**src/rtl/drp_bridge_pkg.sv**
```systemverilog
package drp_bridge_pkg;
  localparam int unsigned DRP_AW = 7;
  localparam int unsigned DRP_DW = 16;

  localparam int unsigned OFS_RESET = 32'h40;
  localparam int unsigned OFS_CTRL  = 32'h70;
  localparam int unsigned OFS_STAT  = 32'h74;

  localparam int unsigned CTRL_SEL_BIT  = 29;
  localparam int unsigned CTRL_RD_BIT   = 28;
  localparam int unsigned CTRL_ADDR_LSB = 16;
  localparam int unsigned STAT_BUSY_BIT = 16;

  typedef enum logic [1:0] {
    ST_IDLE  = 2'd0,
    ST_ISSUE = 2'd1,
    ST_WAIT  = 2'd2
  } txn_state_e;

  typedef struct packed {
    logic              is_read;
    logic [DRP_AW-1:0] addr;
    logic [DRP_DW-1:0] data;
  } txn_req_t;

  function automatic txn_req_t unpack_ctrl(input logic [31:0] w);
    txn_req_t r;
    r.is_read = w[CTRL_RD_BIT];
    r.addr    = w[CTRL_ADDR_LSB +: DRP_AW];
    r.data    = w[DRP_DW-1:0];
    return r;
  endfunction
endpackage

```
**src/rtl/drp_bridge_regs.sv**
```systemverilog
module drp_bridge_regs
  import drp_bridge_pkg::*;
#(
  parameter int unsigned ADDR_W = 8
) (
  input  logic              clk_i,
  input  logic              rst_ni,
  input  logic              wr_en_i,
  input  logic [ADDR_W-1:0] wr_addr_i,
  input  logic [31:0]       wr_data_i,
  input  logic [ADDR_W-1:0] rd_addr_i,
  output logic [31:0]       rd_data_o,
  input  logic              busy_i,
  input  logic [DRP_DW-1:0] rdata_i,
  output logic              launch_o,
  output txn_req_t          req_o,
  output logic              gen_run_o,
  output logic              synth_en_o
);
  localparam logic [ADDR_W-1:0] WA_RESET = ADDR_W'(OFS_RESET >> 2);
  localparam logic [ADDR_W-1:0] WA_CTRL  = ADDR_W'(OFS_CTRL >> 2);
  localparam logic [ADDR_W-1:0] WA_STAT  = ADDR_W'(OFS_STAT >> 2);

  logic [1:0]  rst_q;
  logic [31:0] ctrl_q;
  logic        ctrl_acc;

  // control writes while a transaction runs are dropped entirely
  assign ctrl_acc = wr_en_i && (wr_addr_i == WA_CTRL) && !busy_i;
  assign launch_o = ctrl_acc && wr_data_i[CTRL_SEL_BIT];
  assign req_o    = unpack_ctrl(wr_data_i);

  always_ff @(posedge clk_i or negedge rst_ni) begin
    if (!rst_ni) begin
      rst_q  <= '0;
      ctrl_q <= '0;
    end else begin
      if (wr_en_i && (wr_addr_i == WA_RESET)) rst_q <= wr_data_i[1:0];
      if (ctrl_acc) ctrl_q <= wr_data_i;
    end
  end

  assign gen_run_o  = rst_q[0];
  assign synth_en_o = rst_q[1];

  always_comb begin
    rd_data_o = '0;
    unique case (rd_addr_i)
      WA_RESET: rd_data_o = {30'd0, rst_q};
      WA_CTRL:  rd_data_o = ctrl_q;
      WA_STAT: begin
        rd_data_o[STAT_BUSY_BIT] = busy_i;
        rd_data_o[DRP_DW-1:0]    = rdata_i;
      end
      default:  rd_data_o = '0;
    endcase
  end
endmodule

```
**src/rtl/drp_bridge_txn.sv**
```systemverilog
module drp_bridge_txn
  import drp_bridge_pkg::*;
(
  input  logic              clk_i,
  input  logic              rst_ni,
  input  logic              launch_i,
  input  txn_req_t          req_i,
  output logic              busy_o,
  output logic [DRP_DW-1:0] rdata_o,
  output logic              drp_en_o,
  output logic              drp_we_o,
  output logic [DRP_AW-1:0] drp_addr_o,
  output logic [DRP_DW-1:0] drp_wdata_o,
  input  logic [DRP_DW-1:0] drp_rdata_i,
  input  logic              drp_rdy_i
);
  txn_state_e        state_q;
  txn_req_t          req_q;
  logic [DRP_DW-1:0] rdata_q;

  always_ff @(posedge clk_i or negedge rst_ni) begin
    if (!rst_ni) begin
      state_q <= ST_IDLE;
      req_q   <= '0;
      rdata_q <= '0;
    end else begin
      unique case (state_q)
        ST_IDLE: if (launch_i) begin
          state_q <= ST_ISSUE;
          req_q   <= req_i;
        end
        ST_ISSUE: state_q <= ST_WAIT;
        ST_WAIT: if (drp_rdy_i) begin
          state_q <= ST_IDLE;
          if (req_q.is_read) rdata_q <= drp_rdata_i;
        end
        default: state_q <= ST_IDLE;
      endcase
    end
  end

  assign busy_o      = (state_q != ST_IDLE);
  assign rdata_o     = rdata_q;
  assign drp_en_o    = (state_q == ST_ISSUE);
  assign drp_we_o    = (state_q == ST_ISSUE) && !req_q.is_read;
  assign drp_addr_o  = req_q.addr;
  assign drp_wdata_o = req_q.data;
endmodule

```
**src/rtl/drp_bridge.sv**
```systemverilog
module drp_bridge
  import drp_bridge_pkg::*;
#(
  parameter int unsigned ADDR_W = 8
) (
  input  logic              clk_i,
  input  logic              rst_ni,
  input  logic              wr_en_i,
  input  logic [ADDR_W-1:0] wr_addr_i,
  input  logic [31:0]       wr_data_i,
  input  logic [ADDR_W-1:0] rd_addr_i,
  output logic [31:0]       rd_data_o,
  output logic              gen_run_o,
  output logic              synth_en_o,
  output logic              drp_en_o,
  output logic              drp_we_o,
  output logic [6:0]        drp_addr_o,
  output logic [15:0]       drp_wdata_o,
  input  logic [15:0]       drp_rdata_i,
  input  logic              drp_rdy_i
);
  logic              busy;
  logic              launch;
  txn_req_t          req;
  logic [DRP_DW-1:0] rd_q;

  drp_bridge_regs #(.ADDR_W(ADDR_W)) u_regs (
    .clk_i      (clk_i),
    .rst_ni     (rst_ni),
    .wr_en_i    (wr_en_i),
    .wr_addr_i  (wr_addr_i),
    .wr_data_i  (wr_data_i),
    .rd_addr_i  (rd_addr_i),
    .rd_data_o  (rd_data_o),
    .busy_i     (busy),
    .rdata_i    (rd_q),
    .launch_o   (launch),
    .req_o      (req),
    .gen_run_o  (gen_run_o),
    .synth_en_o (synth_en_o)
  );

  drp_bridge_txn u_txn (
    .clk_i       (clk_i),
    .rst_ni      (rst_ni),
    .launch_i    (launch),
    .req_i       (req),
    .busy_o      (busy),
    .rdata_o     (rd_q),
    .drp_en_o    (drp_en_o),
    .drp_we_o    (drp_we_o),
    .drp_addr_o  (drp_addr_o),
    .drp_wdata_o (drp_wdata_o),
    .drp_rdata_i (drp_rdata_i),
    .drp_rdy_i   (drp_rdy_i)
  );
endmodule

```
**config.mk**
```make
export PLATFORM = sky130hd
export DESIGN_NAME = drp_bridge
export DESIGN_NICKNAME = d
export VERILOG_FILES = /design/src/rtl/drp_bridge_pkg.sv /design/src/rtl/drp_bridge_regs.sv /design/src/rtl/drp_bridge_txn.sv /design/src/rtl/drp_bridge.sv
export SDC_FILE = /design/constraint.sdc
export NUM_CORES = 1
export LEC_CHECK = 0
export ABC_AREA = 1
export BUFFER_PORTS_ARGS = -buffer_cell sky130_fd_sc_hd__buf_2
export CELL_PAD_IN_SITES_DETAIL_PLACEMENT = 0
export CELL_PAD_IN_SITES_GLOBAL_PLACEMENT = 1
export CORE_ASPECT_RATIO = 0.8
export CORE_MARGIN = 3
export CORE_UTILIZATION = 36
export DETAILED_ROUTE_END_ITERATION = 16
export PLACE_DENSITY_LB_ADDON = 0.15
export REMOVE_ABC_BUFFERS = 1
export SLEW_MARGIN = 15
export SYNTH_ARGS = -nofsm -noshare
export SYNTH_HDL_FRONTEND = slang
export SYNTH_SLANG_ARGS = --single-unit
```
**constraint.sdc**
```tcl
create_clock -name clk_i -period 1.6 [get_ports clk_i]
set_input_delay 0.16 -clock clk_i [delete_from_list [all_inputs] [get_ports clk_i]]
set_output_delay 0.16 -clock clk_i [all_outputs]
set_load 0.02 [all_outputs]
```
==> results of run 1 <==
-- logic make-up after synthesis --
family,Yosys count,share of synthesized area [%]
AND/OR/NAND/NOR,287,34.3
buffers and inverters,91,13.6
flip-flops,76,49.8
AO/OA/AOI/OAI,18,2.36
-- path summary, 6_finish.rpt --
check,start,endpoint,slack (ns),cells past startpoint
worst max-delay path,rd_addr_i[0],rd_data_o[31],0.22,8
worst min-delay path,wr_data_i[30],u_regs.ctrl_q[30],0.06,3
worst max register to register,u_txn.state_q[1],u_txn.drp_addr_o[5],0.22,7
worst min register to register,u_txn.drp_wdata_o[8],u_txn.drp_wdata_o[8],0.47,2
max in group asynchronous,rst_ni,u_txn.drp_wdata_o[4],0.68,3
min in group asynchronous,rst_ni,u_txn.rdata_o[0],0.37,2
-- synth_stat cells, drive strengths merged --
master,n
inv,40
nand2,159
nor2,27
nor3,3
buf,45
o21ai,18
clkbuf,6
dfrtp,76
nand3,73
nand4,25
-- state kept, by name, summed over array words and instances (netlist names) --
name,flops
u_txn.req_q,1
u_txn.drp_wdata_o,16
u_regs.rst_q,2
u_txn.rdata_o,16
u_regs.ctrl_q,32
u_txn.state_q,2
u_txn.drp_addr_o,7
-- layer usage --
| layer | wire length [um] | track usage (%) | vias to the layer above |
|---|---|---|---|
| met2 | 4470 | 26.3 | 94 |
| met3 | 743 | 5.73 | 4 |
| met1 | 4780 | 24.3 | 1547 |
| met5 | 0 | 0 | - |
| met4 | 33 | 3.01 | 0 |
| li1 | - | - | 1699 |
-- power groups by stage --
| stage | Sequential (uW) | Clock (uW) | Combinational, uW |
|---|---|---|---|
| 2_1_floorplan | 2060 | 0 | 95.4 |
| 3_3_place_gp | 2040 | 0 | 334 |
| 3_5_place_dp | 2040 | 0 | 338 |
| 4_1_cts | 2010 | 2210 | 341 |
| 5_1_grt | 2010 | 2300 | 379 |
| 6_report | 2010 | 2150 | 333 |
-- cell type report --
cell class | instances | area, um^2
Fill cell | 1012 | 5220
Sequential cell | 76 | 1900
Multi-Input combinational cell | 305 | 1400
Timing Repair Buffer | 146 | 811
Clock buffer | 10 | 229
Tap cell | 136 | 170
Inverter | 40 | 150
Clock inverter | 6 | 88.8
-- stage by stage --
step	cell area [um^2]	TNS (ns)	total power [uW]	setup WS, ns
after global routing	4750	0	4690	0.0572
after CTS	4750	0	4560	0.191
after detailed placement	4420	0	2380	0.197
after global placement	4420	0	2380	0.228
final	4750	0	4490	0.220
after floorplan	3450	-8.95	2150	-0.345
-- worst max-delay path: cells and delay by family --
| family | cells | cell delay, ns |
|---|---|---|
| buffers and inverters | 4 | 0.56 |
| and+or+nand+nor | 4 | 0.47 |
==> key figures, run 1 <==
Run status
  • Status: complete, no violations

Pwr
  • Internal Power: 3470 uW
  • Sw Share: 22.7%
  • Seq pwr share: 44.7%
  • Combinational power share: 7.4%
  • Clock share of power: 47.9%
  • Peak VDD IR: 412 uV
  • P_sw: 1020 uW
  • Leakage power: 0.00277 uW
  • Power per cell area: 945 nW/um^2

Placed design
  • GPL Wtd Cong: 0.780
  • HPWL after DPL: 7.52 mm
  • Placed insts: 702
  • I/O Buffers: 126

Critical path
  • Most frequent CP cell: buf_2
  • Crit-path max FO: 18
  • CP Capture Type: primary output
  • Setup CP Type: input port to primary output
  • CP max stage delay: 0.23 ns
  • Startpoint types: input port
  • Crit-path slowest cell: buf_4
  • Crit path DAT: 1.22 ns
  • Required time worst endpoint: 1.44 ns
  • Critical path cell sequence: buf_2 -> inv_1 -> nand2_1 -> nor2_2 -> buf_4 -> nand2_4 -> nor2_1 -> buf_2

Synth
  • Sequential area share after synthesis: 49.8%
  • Synth top area cells: dfrtp_1 50%, nand2_1 15%, nand3_1 9.6%, buf_4 6.1%, nand4_1 4.1%
  • Largest area contributor in the netlist: dfrtp_1
  • Synth Cell Area: 3820 um^2
  • Synth top area share: 49.8%
  • Unique masters post-synth: 18
  • Syn Inst Count: 472
  • Post-synthesis sequential element count: 76
  • Avg Cell Area, Syn: 8.09 um^2
  • Syn. warnings: 0

CTS
  • Max Root-Sink Buffers: 2
  • Clk slew on worst S/H paths: 0.06 ns
  • Clock Latency Late Sink: 0.32 ns
  • Post CTS Setup Buffer Count: 0
  • CTS root buf: clkbuf_16
  • CTS Buf Count: 9
  • PostCTS Resize Cnt: 0
  • Hold_buf cts: 1
  • CTS Sinks: 76
  • H-tree depth: 3
  • CTS tree: yes

Route
  • DR WL/cell: 13.9 um
  • Routed Antenna Nets: 0
  • DR vias/cell: 4.65
  • Drt initial violations: 230
  • Drt total wl: 10.0 mm
  • DRC errors left: 0
  • Vias after detailed routing: 3344
  • First drt pass iteration count: 4

Hold path
  • Hold WC Path Type: input port to register

Timing
  • RSZ-0062 raised after global routing: no
  • Final Max Tran Viols: 0
  • Slew headroom: 63.5%
  • Final Skew: 0.00640 ns
  • Hold_ws: 0.0593 ns
  • Final Cycle Share: 86.2%
  • Setup violations, final: 0
  • Fin crit period: 1.38 ns
  • Fmax: 725 MHz
  • Worst-Margin Slew: 0.548 ns
  • Final Hold Fails: 0

Finish
  • Final std cells w/o fill: 719
  • Commonest non-fill, non-tap cell in the layout: nand2_1
  • Proportion of layout cells with a drive suffix above 1: 30.9%
  • Fin util: 47.7%
  • Area growth, synth to finish: 24.4%
  • Final #Nets: 646
  • Most frequent cells in the layout: 156 x nand2_1, 125 x buf_2, 76 x dfrtp_1
  • ANT cells: 0

Die
  • Die width: 121 um
  • Row cnt: 32
  • Die area: 11900 um^2
  • Die Ht: 98.1 um
  • Initial Utilization: 38.3%
  • Io pins: 127
  • CORE AREA: 9970 um^2

Global routing
  • Vias in the first global route: 3368
  • Initial antenna violation count: 0
  • First-pass GRT wire length: 16.5 mm
  • GR Overflow Total: 0
  • Largest net degree at the start of global routing: 42
  • GRT Resource Usage Total: 17.2%

Flow run
  • Maxcap violations: 0
Note: power is estimated with default switching activity, not from simulation.
==> run 2, diff against run 1 <==
==> constraint.sdc (replaced) <==
create_clock -name clk_i -period 1.5 [get_ports clk_i]
set_input_delay 0.15 -clock clk_i [delete_from_list [all_inputs] [get_ports clk_i]]
set_output_delay 0.15 -clock clk_i [all_outputs]
set_load 0.02 [all_outputs]
==> run 2 against run 1 <==
Against the previous run:
- flip-flop and latch count is the same
- register-to-register slack lost 0.08 ns
- cell area is essentially flat
- utilization is essentially flat
- via count grew 1.8%
- power grew 3.8%
- combinational power grew 8.1%
- non-clock buffer count is the same
- worst hold slack lost 0.039 ns
- largest cell class unchanged
- highest routed layer is now met5
==> key figures, run 2 (synthesis gave the netlist of run 1 again) <==
Global routing
  • GRT Resource Usage Total: 18.1% (was 17.2%)
  • Initial antenna violation count: 1 (was 0)
  • First-pass GRT wire length: 17.1 mm (was 16.5 mm)
  • GR Overflow Total: 0 (unchanged)
  • Largest net degree at the start of global routing: 38 (was 42)
  • Vias in the first global route: 3432 (was 3368)

Critical path
  • Startpoint types: register (was input port)
  • Crit-path max FO: 4 (was 18)
  • Crit. Startpoint: u_txn.state_q[1] (was rd_addr_i[0])
  • Crit path DAT: 1.24 ns (was 1.22 ns)
  • FF-to-FF End: u_regs.ctrl_q[9] (was u_txn.drp_addr_o[5])
  • Worst Setup EP: drp_we_o (was rd_data_o[31])
  • Required time worst endpoint: 1.35 ns (was 1.44 ns)
  • Setup CP Type: register to primary output (was input port to primary output)
  • CP Capture Type: primary output (unchanged)
  • Reg-to-Reg Start: u_txn.state_q[1] (unchanged)
  • Reg2Reg Setup Slack: 0.14 ns (was 0.22 ns)
  • Reg2reg path depth: 6 (was 7)

Pwr
  • Leakage power: 0.00278 uW (was 0.00277 uW)
  • Seq pwr share: 46.0% (was 44.7%)
  • Internal Power: 3570 uW (was 3470 uW)
  • Combinational power share: 7.7% (was 7.4%)
  • Sw Share: 23.4% (was 22.7%)
  • Power per cell area: 981 nW/um^2 (was 945 nW/um^2)
  • Clock share of power: 46.3% (was 47.9%)
  • Power, Total: 4660 uW (was 4490 uW)
  • P_sw: 1090 uW (was 1020 uW)
  • Peak VDD IR: 491 uV (was 412 uV)

Timing
  • Slew headroom: 74.2% (was 63.5%)
  • Post-route setup slack: 0.106 ns (was 0.220 ns)
  • Final Max Tran Viols: 0 (unchanged)
  • Final Skew: 0.00526 ns (was 0.00640 ns)
  • Final Hold Fails: 0 (unchanged)
  • Fin crit period: 1.39 ns
  • Hold_ws: 0.0202 ns (was 0.0593 ns)
  • Final Cycle Share: 93.0%
  • Fmax: 717 MHz
  • RSZ-0062 raised after global routing: yes (was no)
  • Setup violations, final: 0 (unchanged)
  • Worst-Margin Slew: 0.388 ns (was 0.548 ns)

Route
  • Drt initial violations: 252 (was 230)
  • Routed Antenna Nets: 0 (unchanged)
  • DR vias/cell: 4.74 (was 4.65)
  • Drt total wl: 10.3 mm (was 10.0 mm)
  • DR WL/cell: 14.3 um (was 13.9 um)
  • DRC errors left: 0 (unchanged)
  • Vias after detailed routing: 3403 (was 3344)
  • First drt pass iteration count: 4 (unchanged)

Placed design
  • Placed insts: 702 (unchanged)
  • HPWL after DPL: 7.52 mm (about the same)
  • I/O Buffers: 126 (unchanged)
  • GPL Wtd Cong: 0.767 (was 0.780)
  • Place WS: 0.133 ns (was 0.197 ns)

Die
  • Die width: 121 um (unchanged)
  • Row cnt: 32 (unchanged)
  • Io pins: 127 (unchanged)
  • Die Ht: 98.1 um (unchanged)
  • Die area: 11900 um^2 (unchanged)
  • Initial Utilization: 38.3% (unchanged)
  • CORE AREA: 9970 um^2 (unchanged)

CTS
  • CTS Buf Count: 9 (unchanged)
  • Clock Latency Late Sink: 0.34 ns (was 0.32 ns)
  • Max Root-Sink Buffers: 2 (unchanged)
  • Clk slew on worst S/H paths: 0.06 ns (about the same)
  • Post CTS Setup Buffer Count: 0 (unchanged)
  • CTS Sinks: 76 (unchanged)
  • H-tree depth: 3 (unchanged)
  • CTS tree: yes (unchanged)
  • CTS root buf: clkbuf_16 (unchanged)

Finish
  • Commonest non-fill, non-tap cell in the layout: nand2_1 (unchanged)
  • Top reg by flops: u_regs.ctrl_q (unchanged)
  • Final std cells w/o fill: 718 (was 719)
  • Max FFs per register: 32 (unchanged)
  • Proportion of layout cells with a drive suffix above 1: 30.8% (was 30.9%)
  • Layout fillers: 1024 (was 1012)
  • ANT cells: 0 (unchanged)
  • Area growth, synth to finish: 24.5% (was 24.4%)
  • Final #Nets: 646 (unchanged)
  • Fin util: 47.7% (about the same)
  • Most frequent cells in the layout: 156 x nand2_1, 125 x buf_2, 76 x dfrtp_1 (unchanged)

Flow run
  • Maxcap violations: 0 (unchanged)

Run status
  • Status: complete, no violations (unchanged)

Hold path
  • Hold WC Path Type: input port to register (unchanged)
## run 2: per-layer routing
metal  routed length, um  GRT usage [%]  vias to the layer above
li1                    -              -                     1702
met5                  19              0                        -
met3                 762           7.30                       18
met1                4900           25.4                     1565
met2                4420           25.9                      116
met4                 159           4.82                        2
## run 2: worst max-delay path, stage by stage, from the launching register on
cell,delay (ns)
dfrtp_1,0.41
nor2_1,0.16
inv_1,0.06
nor2_1,0.10
buf_2,0.17
## run 2: power groups by stage
stage                     logic, uW  registers [uW]  clock network (uW)
after floorplan                 102            2190                   0
after global placement          359            2180                   0
after detailed placement        364            2180                   0
after CTS                       367            2140                2220
after global routing            407            2150                2330
final                           360            2140                2160
## run 2: worst min path at each step
stage / cells after the start / to / slack [ns] / startpoint
finish: 2 / u_txn.state_q[1] / 0.02 / drp_rdy_i
floorplan: 0 / u_regs.ctrl_q[0] / -0.15 / rst_ni
CTS: 2 / u_txn.state_q[1] / 0.003 / drp_rdy_i
global placement: 1 / u_txn.rdata_o[0] / 0.11 / rst_ni
global route: 2 / u_txn.state_q[1] / 0.03 / drp_rdy_i
detailed placement: 1 / u_txn.rdata_o[0] / 0.11 / rst_ni
## run 2: repair_timing
| item | in CTS | in global routing |
|---|---|---|
| endpoints found under the hold margin | 25 | 0 |
| resized for setup | 0 | 1 |
| hold buffers | 1 | 0 |
| endpoints found under the setup margin | 0 | 6 |
## run 2: area by class of cell
cell class	count	area, um^2	area share (%)
well taps	136	170	3.58
clock inverters	4	48.8	1.03
flip-flops and latches	76	1900	40.0
repair buffers	146	840	17.7
clock buffers	11	243	5.11
inverters	40	150	3.16
multi-input cells	305	1400	29.5
## run 2: metrics by stage
step                      cell area (um^2)  TNS [ns]
after detailed placement              4450         0
after global placement                4450         0
final                                 4750         0
after global routing                  4750  -0.00714
after CTS                             4750         0
after floorplan                       3450    -14.81
==> run 3, diff against run 2 <==
--- a/config.mk
+++ b/config.mk
@@ -14,6 +14,7 @@
 export CORE_UTILIZATION = 36
 export DETAILED_ROUTE_END_ITERATION = 16
 export PLACE_DENSITY_LB_ADDON = 0.15
+export RECOVER_POWER = 50
 export REMOVE_ABC_BUFFERS = 1
 export SLEW_MARGIN = 15
 export SYNTH_ARGS = -nofsm -noshare
==> run 3 against run 2 <==
Against the previous run:
- final cell count unchanged
- via count is 0.21% lower
- clock-buffer cell count did not move
- clock power about the same
- first-iteration DRC count is 2.8% lower
- sequential share of layout area rose by 0.34 points
- setup slack about the same
- cell area shrank 0.84%
- largest cell class unchanged
==> key figures, run 3 (synthesis gave the netlist of run 1 again) <==
Timing
  • Final Max Tran Viols: 0 (unchanged)
  • Fin crit period: 1.39 ns (about the same)
  • Final Cycle Share: 93.0% (about the same)
  • Final Skew: 0.00418 ns (was 0.00526 ns)
  • Setup violations, final: 0 (unchanged)
  • Worst-Margin Slew: 0.747 ns (was 0.388 ns)
  • Final Hold Fails: 0 (unchanged)
  • Hold_ws: 0.0241 ns (was 0.0202 ns)
  • RSZ-0062 raised after global routing: yes (unchanged)
  • Sum of negative setup slack: 0 ns (unchanged)
  • Slew headroom: 50.2% (was 74.2%)
  • Fmax: 717 MHz (about the same)

CTS
  • Post CTS Setup Buffer Count: 0 (unchanged)
  • CTS Sinks: 76 (unchanged)
  • Max Root-Sink Buffers: 2 (unchanged)
  • H-tree depth: 3 (unchanged)
  • Clk slew on worst S/H paths: 0.06 ns (about the same)
  • CTS root buf: clkbuf_16 (unchanged)
  • CTS tree: yes (unchanged)
  • CTS Buf Count: 9 (unchanged)
  • Clock Latency Late Sink: 0.34 ns (about the same)

Finish
  • Top reg by flops: u_regs.ctrl_q (unchanged)
  • Commonest non-fill, non-tap cell in the layout: nand2_1 (unchanged)
  • Final #Nets: 646 (unchanged)
  • Sequential cell area: 1900 um^2 (unchanged)
  • Multi-input logic area: 1400 um^2 (unchanged)
  • Area growth, synth to finish: 23.4% (was 24.5%)
  • Most frequent cells in the layout: 156 x nand2_1, 101 x buf_2, 76 x dfrtp_1 (was 156 x nand2_1, 125 x buf_2, 76 x dfrtp_1)
  • Final std cells w/o fill: 718 (unchanged)
  • ANT cells: 0 (unchanged)
  • Layout fillers: 1036 (was 1024)
  • Proportion of layout cells with a drive suffix above 1: 26.6% (was 30.8%)
  • Max FFs per register: 32 (unchanged)

Pwr
  • Power, Total: 4650 uW (was 4660 uW)
  • Leakage power: 0.00267 uW (was 0.00278 uW)
  • Power per cell area: 986 nW/um^2 (was 981 nW/um^2)
  • Peak VDD IR: 478 uV (was 491 uV)

Hold path
  • Hold WC Path Type: input port to register (unchanged)

Global routing
  • Largest net degree at the start of global routing: 38 (unchanged)
  • First-pass GRT wire length: 17.1 mm (unchanged)
  • GR Overflow Total: 0 (unchanged)
  • Initial antenna violation count: 1 (unchanged)
  • Vias in the first global route: 3432 (unchanged)
  • GRT Resource Usage Total: 18.1% (unchanged)

Route
  • Routed Antenna Nets: 0 (unchanged)
  • Vias after detailed routing: 3396 (was 3403)
  • DR WL/cell: 14.2 um (was 14.3 um)
  • DRC errors left: 0 (unchanged)
  • First drt pass iteration count: 5 (was 4)
  • Drt total wl: 10.2 mm (was 10.3 mm)
  • Drt initial violations: 245 (was 252)
  • DR vias/cell: 4.73 (was 4.74)

Placed design
  • GPL Wtd Cong: 0.767 (unchanged)
  • I/O Buffers: 126 (unchanged)
  • HPWL after DPL: 7.52 mm (unchanged)
  • Placed insts: 702 (unchanged)

Die
  • Die area: 11900 um^2 (unchanged)
  • Io pins: 127 (unchanged)
  • Die width: 121 um (unchanged)
  • Die Ht: 98.1 um (unchanged)
  • Initial Utilization: 38.3% (unchanged)
  • Row cnt: 32 (unchanged)
  • CORE AREA: 9970 um^2 (unchanged)

Critical path
  • Top delay family on crit path: flip-flops (unchanged)
  • CP Capture Type: primary output (unchanged)
  • Required time worst endpoint: 1.35 ns (about the same)
  • Startpoint types: register (unchanged)
  • Crit-path max FO: 4 (unchanged)
  • Most frequent CP cell: nor2_1 (unchanged)
  • Crit-path slowest cell: dfrtp_1 (unchanged)
  • Critical path cell sequence: nor2_1 -> inv_1 -> nor2_1 -> buf_2 (unchanged)
  • CP max stage delay: 0.41 ns (about the same)
  • Crit path DAT: 1.24 ns (about the same)
  • CP Buf/Inv Count: 2 (unchanged)
  • Setup CP Type: register to primary output (unchanged)

Run status
  • Status: complete, no violations (unchanged)

Flow run
  • Maxcap violations: 0 (unchanged)
==> run 3: cell count changes in the layout (fill, tap and decap cells not counted), sizes merged <==
cell,previous run,this run
clkbuf,11,39
buf,145,117
==> run 3: report_power, final <==
part | internal [uW] | total [uW] | switching [uW] | leakage [uW]
Sequential | 2110 | 2140 | 35.0 | 0.00105
Combinational | 130 | 352 | 222 | 0.00147
Clock | 1320 | 2150 | 828 | 0.000146
Total | 3560 | 4650 | 1080 | 0.00267
==> run 3: timing repair <==
action / CTS / global route
setup endpoints to repair: 0 / 6
gates resized for setup: 0 / 1
endpoints found under the hold margin: 25 / 0
hold buffers: 1 / 0
==> run 3: final cells by class <==
type / count / area share, %
tap: 136 / 3.61
sequential: 76 / 40.3
multi-input combinational: 305 / 29.7
inverter: 40 / 3.18
clock buffer: 11 / 5.15
timing repair buffer: 146 / 17.0
clock inverter: 4 / 1.04
==> run 3: stage by stage <==
stage | instance area [um^2] | utilization [%] | setup WS, ns
final | 4710 | 47.3 | 0.105
after global routing | 4710 | 47.3 | -0.00564
after CTS | 4750 | 47.7 | 0.111
after detailed placement | 4450 | 44.6 | 0.133
after global placement | 4450 | 44.6 | 0.152
after floorplan | 3450 | - | -0.435
==> run 3: per-layer routing <==
layer,vias to the layer above,track usage (%),share of wire (%)
met4,2,4.82,1.6
met1,1567,25.4,48
li1,1700,-,-
met3,20,7.30,7.9
met5,-,0,0.19
met2,107,25.9,43
==> run 3: path summary, 6_finish.rpt <==
| check | from | to | cells after the start | slack, ns |
|---|---|---|---|---|
| max | u_txn.state_q[1] | drp_we_o | 4 | 0.11 |
| min | drp_rdy_i | u_txn.state_q[1] | 2 | 0.02 |
| max reg2reg | u_txn.state_q[1] | u_regs.ctrl_q[9] | 6 | 0.13 |
| min reg2reg | u_regs.ctrl_q[29] | u_regs.ctrl_q[29] | 2 | 0.47 |
| max in group asynchronous | rst_ni | u_regs.ctrl_q[24] | 3 | 0.29 |
| min in group asynchronous | rst_ni | u_regs.ctrl_q[0] | 2 | 0.42 |
